<file path="src/rtl/alu8_pkg.sv">
package alu8_pkg;

  typedef enum logic [3:0] {
    OP_ADD  = 4'd0,
    OP_SUB  = 4'd1,
    OP_RSUB = 4'd2,
    OP_OR   = 4'd3,
    OP_AND  = 4'd4,
    OP_XOR  = 4'd5,
    OP_NOTA = 4'd6,
    OP_NOTB = 4'd7,
    OP_NEGA = 4'd8,
    OP_NEGB = 4'd9
  } opcode_e;

  typedef enum logic [1:0] {X_A, X_NOTA, X_ZERO} xsel_e;
  typedef enum logic [1:0] {Y_B, Y_NOTB, Y_ZERO} ysel_e;
  typedef enum logic [2:0] {L_OR, L_AND, L_XOR, L_NOTA, L_NOTB} logicfn_e;
  typedef enum logic [1:0] {R_ARITH, R_LOGIC, R_NONE} rsel_e;

  typedef struct packed {
    xsel_e    xSel;
    ysel_e    ySel;
    logic     carryIn;
    logicfn_e logicFn;
    rsel_e    resultSel;
  } alu_strobe_t;

endpackage

</file>
<file path="src/rtl/alu8_ctrl.sv">
module alu8_ctrl
  import alu8_pkg::*;
(
  input  logic [3:0]  opSel,
  output alu_strobe_t strobes
);

  always_comb begin
    strobes = '{xSel: X_A, ySel: Y_B, carryIn: 1'b0, logicFn: L_OR, resultSel: R_NONE};
    case (opSel)
      OP_ADD:  strobes.resultSel = R_ARITH;
      OP_SUB: begin
        strobes.ySel      = Y_NOTB;
        strobes.carryIn   = 1'b1;
        strobes.resultSel = R_ARITH;
      end
      OP_RSUB: begin
        strobes.xSel      = X_NOTA;
        strobes.carryIn   = 1'b1;
        strobes.resultSel = R_ARITH;
      end
      OP_NEGA: begin
        strobes.xSel      = X_NOTA;
        strobes.ySel      = Y_ZERO;
        strobes.carryIn   = 1'b1;
        strobes.resultSel = R_ARITH;
      end
      OP_NEGB: begin
        strobes.xSel      = X_ZERO;
        strobes.ySel      = Y_NOTB;
        strobes.carryIn   = 1'b1;
        strobes.resultSel = R_ARITH;
      end
      OP_OR:   begin strobes.logicFn = L_OR;   strobes.resultSel = R_LOGIC; end
      OP_AND:  begin strobes.logicFn = L_AND;  strobes.resultSel = R_LOGIC; end
      OP_XOR:  begin strobes.logicFn = L_XOR;  strobes.resultSel = R_LOGIC; end
      OP_NOTA: begin strobes.logicFn = L_NOTA; strobes.resultSel = R_LOGIC; end
      OP_NOTB: begin strobes.logicFn = L_NOTB; strobes.resultSel = R_LOGIC; end
      default: ;
    endcase
  end

endmodule

</file>
<file path="src/rtl/alu8_datapath.sv">
module alu8_datapath
  import alu8_pkg::*;
#(
  parameter int WIDTH = 8
) (
  input  logic [WIDTH-1:0] opA,
  input  logic [WIDTH-1:0] opB,
  input  alu_strobe_t      strobes,
  output logic [WIDTH-1:0] result,
  output logic             overflow,
  output logic             carry,
  output logic             zero
);

  localparam int MSB = WIDTH - 1;
  localparam logic [WIDTH-1:0] MIN_NEG = {1'b1, {(WIDTH-1){1'b0}}};

  logic [WIDTH-1:0] xOp, yOp, sumBits, logicRes;
  logic [WIDTH:0]   chain;
  logic             arithOvf;

  always_comb begin
    case (strobes.xSel)
      X_NOTA:  xOp = ~opA;
      X_ZERO:  xOp = '0;
      default: xOp = opA;
    endcase
    case (strobes.ySel)
      Y_NOTB:  yOp = ~opB;
      Y_ZERO:  yOp = '0;
      default: yOp = opB;
    endcase
  end

  assign chain[0] = strobes.carryIn;

  for (genvar i = 0; i < WIDTH; i++) begin : g_ripple
    assign sumBits[i]  = xOp[i] ^ yOp[i] ^ chain[i];
    assign chain[i+1]  = (xOp[i] & yOp[i]) | (chain[i] & (xOp[i] ^ yOp[i]));
  end

  assign arithOvf = chain[WIDTH] ^ chain[WIDTH-1];

  always_comb begin
    case (strobes.logicFn)
      L_AND:   logicRes = opA & opB;
      L_XOR:   logicRes = opA ^ opB;
      L_NOTA:  logicRes = ~opA;
      L_NOTB:  logicRes = ~opB;
      default: logicRes = opA | opB;
    endcase
  end

  always_comb begin
    case (strobes.resultSel)
      R_ARITH: begin
        result   = sumBits;
        overflow = arithOvf;
        carry    = chain[WIDTH];
      end
      R_LOGIC: begin
        result   = logicRes;
        overflow = 1'b0;
        carry    = 1'b0;
      end
      default: begin
        result   = '0;
        overflow = 1'b0;
        carry    = 1'b0;
      end
    endcase

    if (strobes.resultSel == R_ARITH && strobes.xSel == X_A && strobes.ySel == Y_B && !strobes.carryIn)
      AST_ADD_WIDE: assert ({carry, result} == ({1'b0, opA} + {1'b0, opB}))
        else $error("wide add mismatch");
    if (strobes.resultSel == R_ARITH && strobes.xSel == X_NOTA && strobes.ySel == Y_ZERO && opA == MIN_NEG)
      AST_NEG_MIN: assert (overflow && result == MIN_NEG)
        else $error("negating minimum value");
    if (strobes.resultSel == R_ARITH && strobes.xSel == X_A && strobes.ySel == Y_NOTB)
      AST_SUB_OVF: assert (overflow == ((opA[MSB] != opB[MSB]) && (result[MSB] != opA[MSB])))
        else $error("subtract overflow");
    if (strobes.resultSel != R_ARITH)
      AST_NO_OVERFLOW: assert (!overflow && !carry)
        else $error("status on non-arith");
  end

  assign zero = ~|result;

endmodule

</file>
<file path="src/rtl/alu8_compare.sv">
module alu8_compare #(
  parameter int WIDTH = 8
) (
  input  logic [WIDTH-1:0] opA,
  input  logic [WIDTH-1:0] opB,
  output logic             aGtB,
  output logic             aLtB,
  output logic             aEqB
);

  always_comb begin
    aEqB = (opA == opB);
    aGtB = ($signed(opA) > $signed(opB));
    aLtB = ($signed(opA) < $signed(opB));
  end

endmodule

</file>
<file path="src/rtl/alu8_top.sv">
module alu8_top
  import alu8_pkg::*;
#(
  parameter int WIDTH = 8
) (
  input  logic [WIDTH-1:0] opA,
  input  logic [WIDTH-1:0] opB,
  input  logic [3:0]       opSel,
  output logic [WIDTH-1:0] result,
  output logic             overflow,
  output logic             carry,
  output logic             zero,
  output logic             aGtB,
  output logic             aLtB,
  output logic             aEqB
);

  alu_strobe_t strobes;

  alu8_ctrl ctrl_i (
    .opSel   (opSel),
    .strobes (strobes)
  );

  alu8_datapath #(.WIDTH(WIDTH)) dp_i (
    .opA      (opA),
    .opB      (opB),
    .strobes  (strobes),
    .result   (result),
    .overflow (overflow),
    .carry    (carry),
    .zero     (zero)
  );

  alu8_compare #(.WIDTH(WIDTH)) cmp_i (
    .opA  (opA),
    .opB  (opB),
    .aGtB (aGtB),
    .aLtB (aLtB),
    .aEqB (aEqB)
  );

  always_comb begin
    AST_ONE_RELATION: assert ($countones({aGtB, aLtB, aEqB}) == 1)
      else $error("relation flags not one-hot");
    if (opSel >= 4'd10)
      AST_UNUSED_SEL: assert (result == '0 && zero && !overflow && !carry)
        else $error("unused select leaked");
  end

endmodule

</file>
<file path="config.mk">
export PLATFORM = sky130hd
export DESIGN_NAME = alu8_top
export DESIGN_NICKNAME = d
export VERILOG_FILES = /design/src/rtl/alu8_pkg.sv /design/src/rtl/alu8_ctrl.sv /design/src/rtl/alu8_datapath.sv /design/src/rtl/alu8_compare.sv /design/src/rtl/alu8_top.sv
export SDC_FILE = /design/constraint.sdc
export NUM_CORES = 1
export LEC_CHECK = 0
export BUFFER_PORTS_ARGS = -buffer_cell sky130_fd_sc_hd__buf_2
export CELL_PAD_IN_SITES_DETAIL_PLACEMENT = 1
export CELL_PAD_IN_SITES_GLOBAL_PLACEMENT = 1
export CORE_MARGIN = 2
export CORE_UTILIZATION = 41
export DETAILED_ROUTE_END_ITERATION = 8
export GPL_TIMING_DRIVEN = 0
export PLACE_DENSITY_LB_ADDON = 0.1
export SLEW_MARGIN = 20
export SYNTH_ARGS = -nofsm -noshare
export SYNTH_HDL_FRONTEND = slang
export SYNTH_SLANG_ARGS = --single-unit
</file>
<file path="constraint.sdc">
create_clock -name vclk -period 6
set_input_delay 0.6 -clock vclk [all_inputs]
set_output_delay 0.6 -clock vclk [all_outputs]
set_load 0.01 [all_outputs]
</file>
# Word-level counts from Yosys, hierarchy flattened
# Index checks and enable logic that the tools add are counted.
[op_classes]
eq_ne = 19
n_bitwise = 46
n_reduce_logical = 9
n_mux = 11
n_lt_le_gt_ge = 2
[ops]
columns = ["operator", "count"]
rows = [
  ["8-bit one-hot mux with 2 select lines", 3],
  ["8-bit one-hot mux with 4 select lines", 1],
  ["1-bit bitwise XOR", 17],
  ["1-bit bitwise AND", 16],
  ["4-bit by 3-bit == test with 1-bit output, second input constant", 4],
  ["8-bit inverter", 2],
  ["2-bit one-hot mux with 2 select lines", 3],
  ["3-bit one-hot mux with 4 select lines", 1],
  ["5-bit OR reduction", 2],
  ["8-bit bitwise AND", 1],
  ["4-bit by 2-bit == test with 1-bit output, second input constant", 2],
  ["4-bit == test, second input constant", 2],
  ["8-bit == test", 1],
  ["8-bit greater-than comparator", 1],
  ["8-bit less-than comparator", 1],
  ["1-bit OR", 8],
  ["8-bit OR", 1],
  ["8-bit OR reduction", 1],
  ["8-bit bitwise XOR", 1],
  ["2-bit by 1-bit == test with 1-bit output, second input constant", 3],
  ["3-bit by 2-bit == test with 1-bit output, second input constant", 2],
  ["2-bit == test, second input constant", 2],
  ["4-bit by 1-bit == test with 1-bit output, second input constant", 1],
  ["4-bit zero test", 1],
  ["7 further kinds", 10],
]
[totals]
output_inout_bits = 14
input_bits = 20
elab_cells = 87
ff_bits = 0

# Depth between registers and ports, before layout
[depth]
depth_word = 24
depth_mapped = 24
mapped_depth_nobuf = 22

# Cells and area by module
# A second synthesis with hierarchy kept.
[unflattened]
cells_unflattened = 253
area_unflattened_um2 = 1766.7
[by_module_without_submodules]
columns = ["mod", "cells_each", "area_each_um2", "n_inst"]
rows = [
  ["alu8_datapath", 200, 1362.6, 1],
  ["alu8_compare", 32, 242.7, 1],
  ["alu8_ctrl", 21, 161.4, 1],
]

# Worst setup path after synthesis
# No wires, ideal clock.
[synth_path]
kind = "in2out"
start = "input opSel[0]"
end = "output zero"
path_buffers = 4
slack_ns = 0.508
arrival_ns = 4.892
stages = 24
path_cell_list = "buf_4 > buf_2 > nand3b_1 > ha_1 > clkbuf_1 > clkbuf_1 > nand2_1 > nand2_1 > fa_1 > fa_1 > inv_1 > fa_1 > inv_1 > fa_1 > inv_1 > fa_1 > fa_1 > inv_1 > fa_1 > inv_1 > fa_1 > nand2b_1 > nand4_1 > nor4_2"
[synth_via]
elab_chain_cells = 24
word_cells_on_any_way = 73
cone_classes = "eq/ne (18); mux (9); bitwise (37); reduce/logical (9)"
[synth_lines]
columns = ["element", "line_no", "rtl"]
rows = [
  ["start: declaration", "alu8_top.sv:8", "input logic [3:0] opSel,"],
  ["4-bit by 2-bit == test with 1-bit output (tied with other cells)", "alu8_ctrl.sv:10", "case (opSel)"],
  ["2-bit OR reduction (no line)", "-", ""],
  ["2-bit one-hot mux with 2 select lines", "alu8_ctrl.sv:10", ""],
  ["2-bit == test (tied with other cells)", "alu8_datapath.sv:23", "case (strobes.xSel)"],
  ["8-bit one-hot mux with 2 select lines, on equally long branches", "alu8_datapath.sv:23, alu8_datapath.sv:28", ""],
  ["1-bit bitwise XOR", "alu8_datapath.sv:38, alu8_datapath.sv:39", ""],
  ["1-bit bitwise AND", "alu8_datapath.sv:39", "assign chain[i+1] = (xOp[i] & yOp[i]) | (chain[i] & (xOp[i] ^ yOp[i]));"],
  ["1-bit OR", "alu8_datapath.sv:39", ""],
  ["[... 8 more ...]", "-", ""],
  ["1-bit bitwise AND", "alu8_datapath.sv:39", ""],
  ["1-bit OR", "alu8_datapath.sv:39", ""],
  ["1-bit bitwise AND", "alu8_datapath.sv:39", ""],
  ["1-bit OR", "alu8_datapath.sv:39", ""],
  ["1-bit bitwise XOR", "alu8_datapath.sv:38", "assign sumBits[i] = xOp[i] ^ yOp[i] ^ chain[i];"],
  ["8-bit one-hot mux with 2 select lines *", "alu8_datapath.sv:55", "case (strobes.resultSel)"],
  ["8-bit OR reduction *", "alu8_datapath.sv:87", "assign zero = ~|result;"],
  ["1-bit zero test *", "alu8_datapath.sv:87", ""],
  ["end: declaration", "alu8_top.sv:12", "output logic zero,"],
]
# Mark *: on every way between the ends. The rest lies on a longest branch, timed or not.

# Worst setup path in the final report
[layout_path]
start = "input opSel[2]"
end = "output zero"
# Same word-level chain as after synthesis.

==> flow_metrics.tcl <==
set metrics [dict create \
    yosysTopAreaCell "ha_1" \
    hold_end "result[6]" \
    nets 294 \
    drtIter0Drc 103 \
    syn2layout_area_growth_pct 20.8 \
    vias 1571 \
    slew_headroom 0.612 \
    finalHoldViolCount 0 \
    syn_nets 259 \
    synth_most_common_cell "inv_1" \
    cp_data_required_time_ns 5.40 \
    worstSetupPathType "primary input to output port" \
    synth_common_cells "inv_1 (32), nand2_1 (27), ha_1 (26), nor2_1 (24), a21oi_1 (9)" \
    rows 21 \
    worstHoldPathType "primary input to output port" \
    numPortBuffers 34 \
    ys_warn_count 0 \
    finalCritPeriodShare 0.962 \
    initial_core_util 0.434 \
    dp_hpwl_um 3810 \
    period_minus_slack_ns 5.77 \
    seq_cell_count 0 \
    critPathMaxFanout 10 \
    clockBufferCount 0 \
    die_x_um 64.1 \
    synth_top_area_frac 0.219 \
    drive_gt1_frac 0.265 \
    drtPass1Iterations 4 \
    arrival_ns 5.17 \
    antennaDiodeCount 0 \
    grt_pass1_vias 1557 \
    overflow 0 \
    status "completed" \
    via_per_inst 5.53 \
    dp_slack_ns -0.417 \
    ant_nets 0 \
    p_per_area_nw_per_um2 92.9 \
    synth_cell_type_count 46 \
    peakVddDrop_uv 45.6 \
    grt_pass1_wl_um 7860 \
    drt-total-wl_um 4780 \
    syn-mean-instance-area_sq_um 7.23 \
    maxCapViolCount 0 \
    track_usage 0.243 \
    min_from "opSel[2]" \
    setup_slack_ns 0.226 \
    antenna_found_initial 0 \
    fin_util 0.524 \
    design.core.area_sq_um 3420 \
    gp_congestion 0.914 \
    synthCells 205 \
    cts_hold_buf 0 \
    syn_area_sq_um 1480 \
    wl_per_cell_um 16.8 \
    regArea_sq_um 0 \
    start_kind "primary input" \
    synth.area.top_cells "ha_1 (22%), fa_1 (11%), inv_1 (8.1%), mux4_2 (7.6%), nand2_1 (6.8%)" \
    fmax_ghz 0.173 \
    hold_depth 5 \
    setup_violations 0 \
    grt_max_degree 20 \
    p_leak_uw 0.000895 \
    tightest_slew_ns 0.578 \
    synth_seq_area_share 0 \
    crit_path_end_kind "output port" \
    die_y_um 64.1 \
    ios 34 \
    nFillCells 477 \
    die-area_sq_um 4110 \
    drc 0 \
    slew_viol_final 0 \
]
-- per-layer routing --
metal / global-route usage / up-vias / part of all wire
met5: 0 / - / 0
met4: 0.0213 / 0 / 0.0098
met3: 0.00528 / 4 / 0.028
met2: 0.418 / 32 / 0.49
met1: 0.354 / 776 / 0.47
li1: - / 759 / -
-- placed cells by master, fill, tap and decap left out, types with 3 or more instances in the layout --
| cell | count |
|---|---|
| nor2_1 | 23 |
| a32oi_1 | 3 |
| inv_1 | 32 |
| o21ai_0 | 8 |
| nor2b_1 | 4 |
| a21oi_1 | 9 |
| nand2_1 | 27 |
| fa_1 | 4 |
| buf_2 | 34 |
| ha_1 | 24 |
| nor3b_1 | 8 |
| buf_4 | 7 |
| nand2b_1 | 4 |
| mux4_2 | 5 |
| fa_2 | 4 |
-- worst max-delay path by stage --
stage | slack [ns] | depth (start not counted) | startpoint | end
3_5_place_dp | -0.42 | 25 | opSel[1] | zero
5_1_grt | -0.02 | 25 | opSel[2] | zero
3_3_place_gp | -0.31 | 25 | opSel[1] | zero
6_report | 0.23 | 24 | opSel[2] | zero
4_1_cts | 0.006 | 25 | opSel[2] | zero
2_1_floorplan | 0.51 | 24 | opSel[0] | zero
-- power by group --
group / internal (uW) / leakage, uW / total, uW / switching, uW
Combinational: 72.1 / 0.000895 / 166 / 94.3
Sequential: 0 / 0 / 0 / 0
Clock: 0 / 0 / 0 / 0
Total: 72.1 / 0.000895 / 166 / 94.3
-- worst max-delay path: stages --
cell,delay (ns)
buf_2,0.14
buf_4,0.19
nor2_4,0.14
nand3b_1,0.15
ha_4,0.35
buf_4,0.19
nand2_1,0.07
nand2_1,0.09
fa_2,0.21
fa_2,0.19
inv_1,0.05
fa_1,0.36
inv_1,0.08
fa_1,0.16
inv_1,0.05
fa_2,0.35
fa_1,0.38
inv_1,0.10
fa_2,0.43
a32oi_1,0.22
and4_1,0.26
nand4_1,0.12
nor4_2,0.13
buf_2,0.16
-- per-stage QoR --
stage          hold slack [ns]  area, sq um  TNS [ns]  std cells  total power [uW]
3_3_place_gp              1.72         1710    -0.523        285               150
5_1_grt                   1.76         1790   -0.0216        284               185
6_report                  1.72         1790         0        284               166
4_1_cts                   1.72         1730         0        282               159
2_1_floorplan             1.42         1480         0        205              98.9
3_5_place_dp              1.71         1710    -0.952        285               156
-- cell type report --
type	count	area [sq um]	share of cell area
well taps	46	57.6	0.0321
repair buffers	36	185	0.103
inverters	32	120	0.0671
plain buffers	7	60.1	0.0335
multi-input cells	163	1370	0.764
-- what timing repair did --
item	CTS	global route
resized for setup	10	14
buffers inserted	0	2
pin swaps	1	2
endpoints found under the setup margin	5	3
-- logic make-up (layout without fill, tap and decap cells) --
| kind of cell | count (synthesis) | after routing | synth area share |
|---|---|---|---|
| fa+ha+maj | 34 | 34 | 0.327 |
| simple gates | 83 | 83 | 0.280 |
| compound gates | 37 | 37 | 0.168 |
| buf+inv | 42 | 75 | 0.119 |
| mux | 7 | 7 | 0.0937 |
| xor+xnor | 2 | 2 | 0.0118 |
Power figures use the tool's default switching activity.
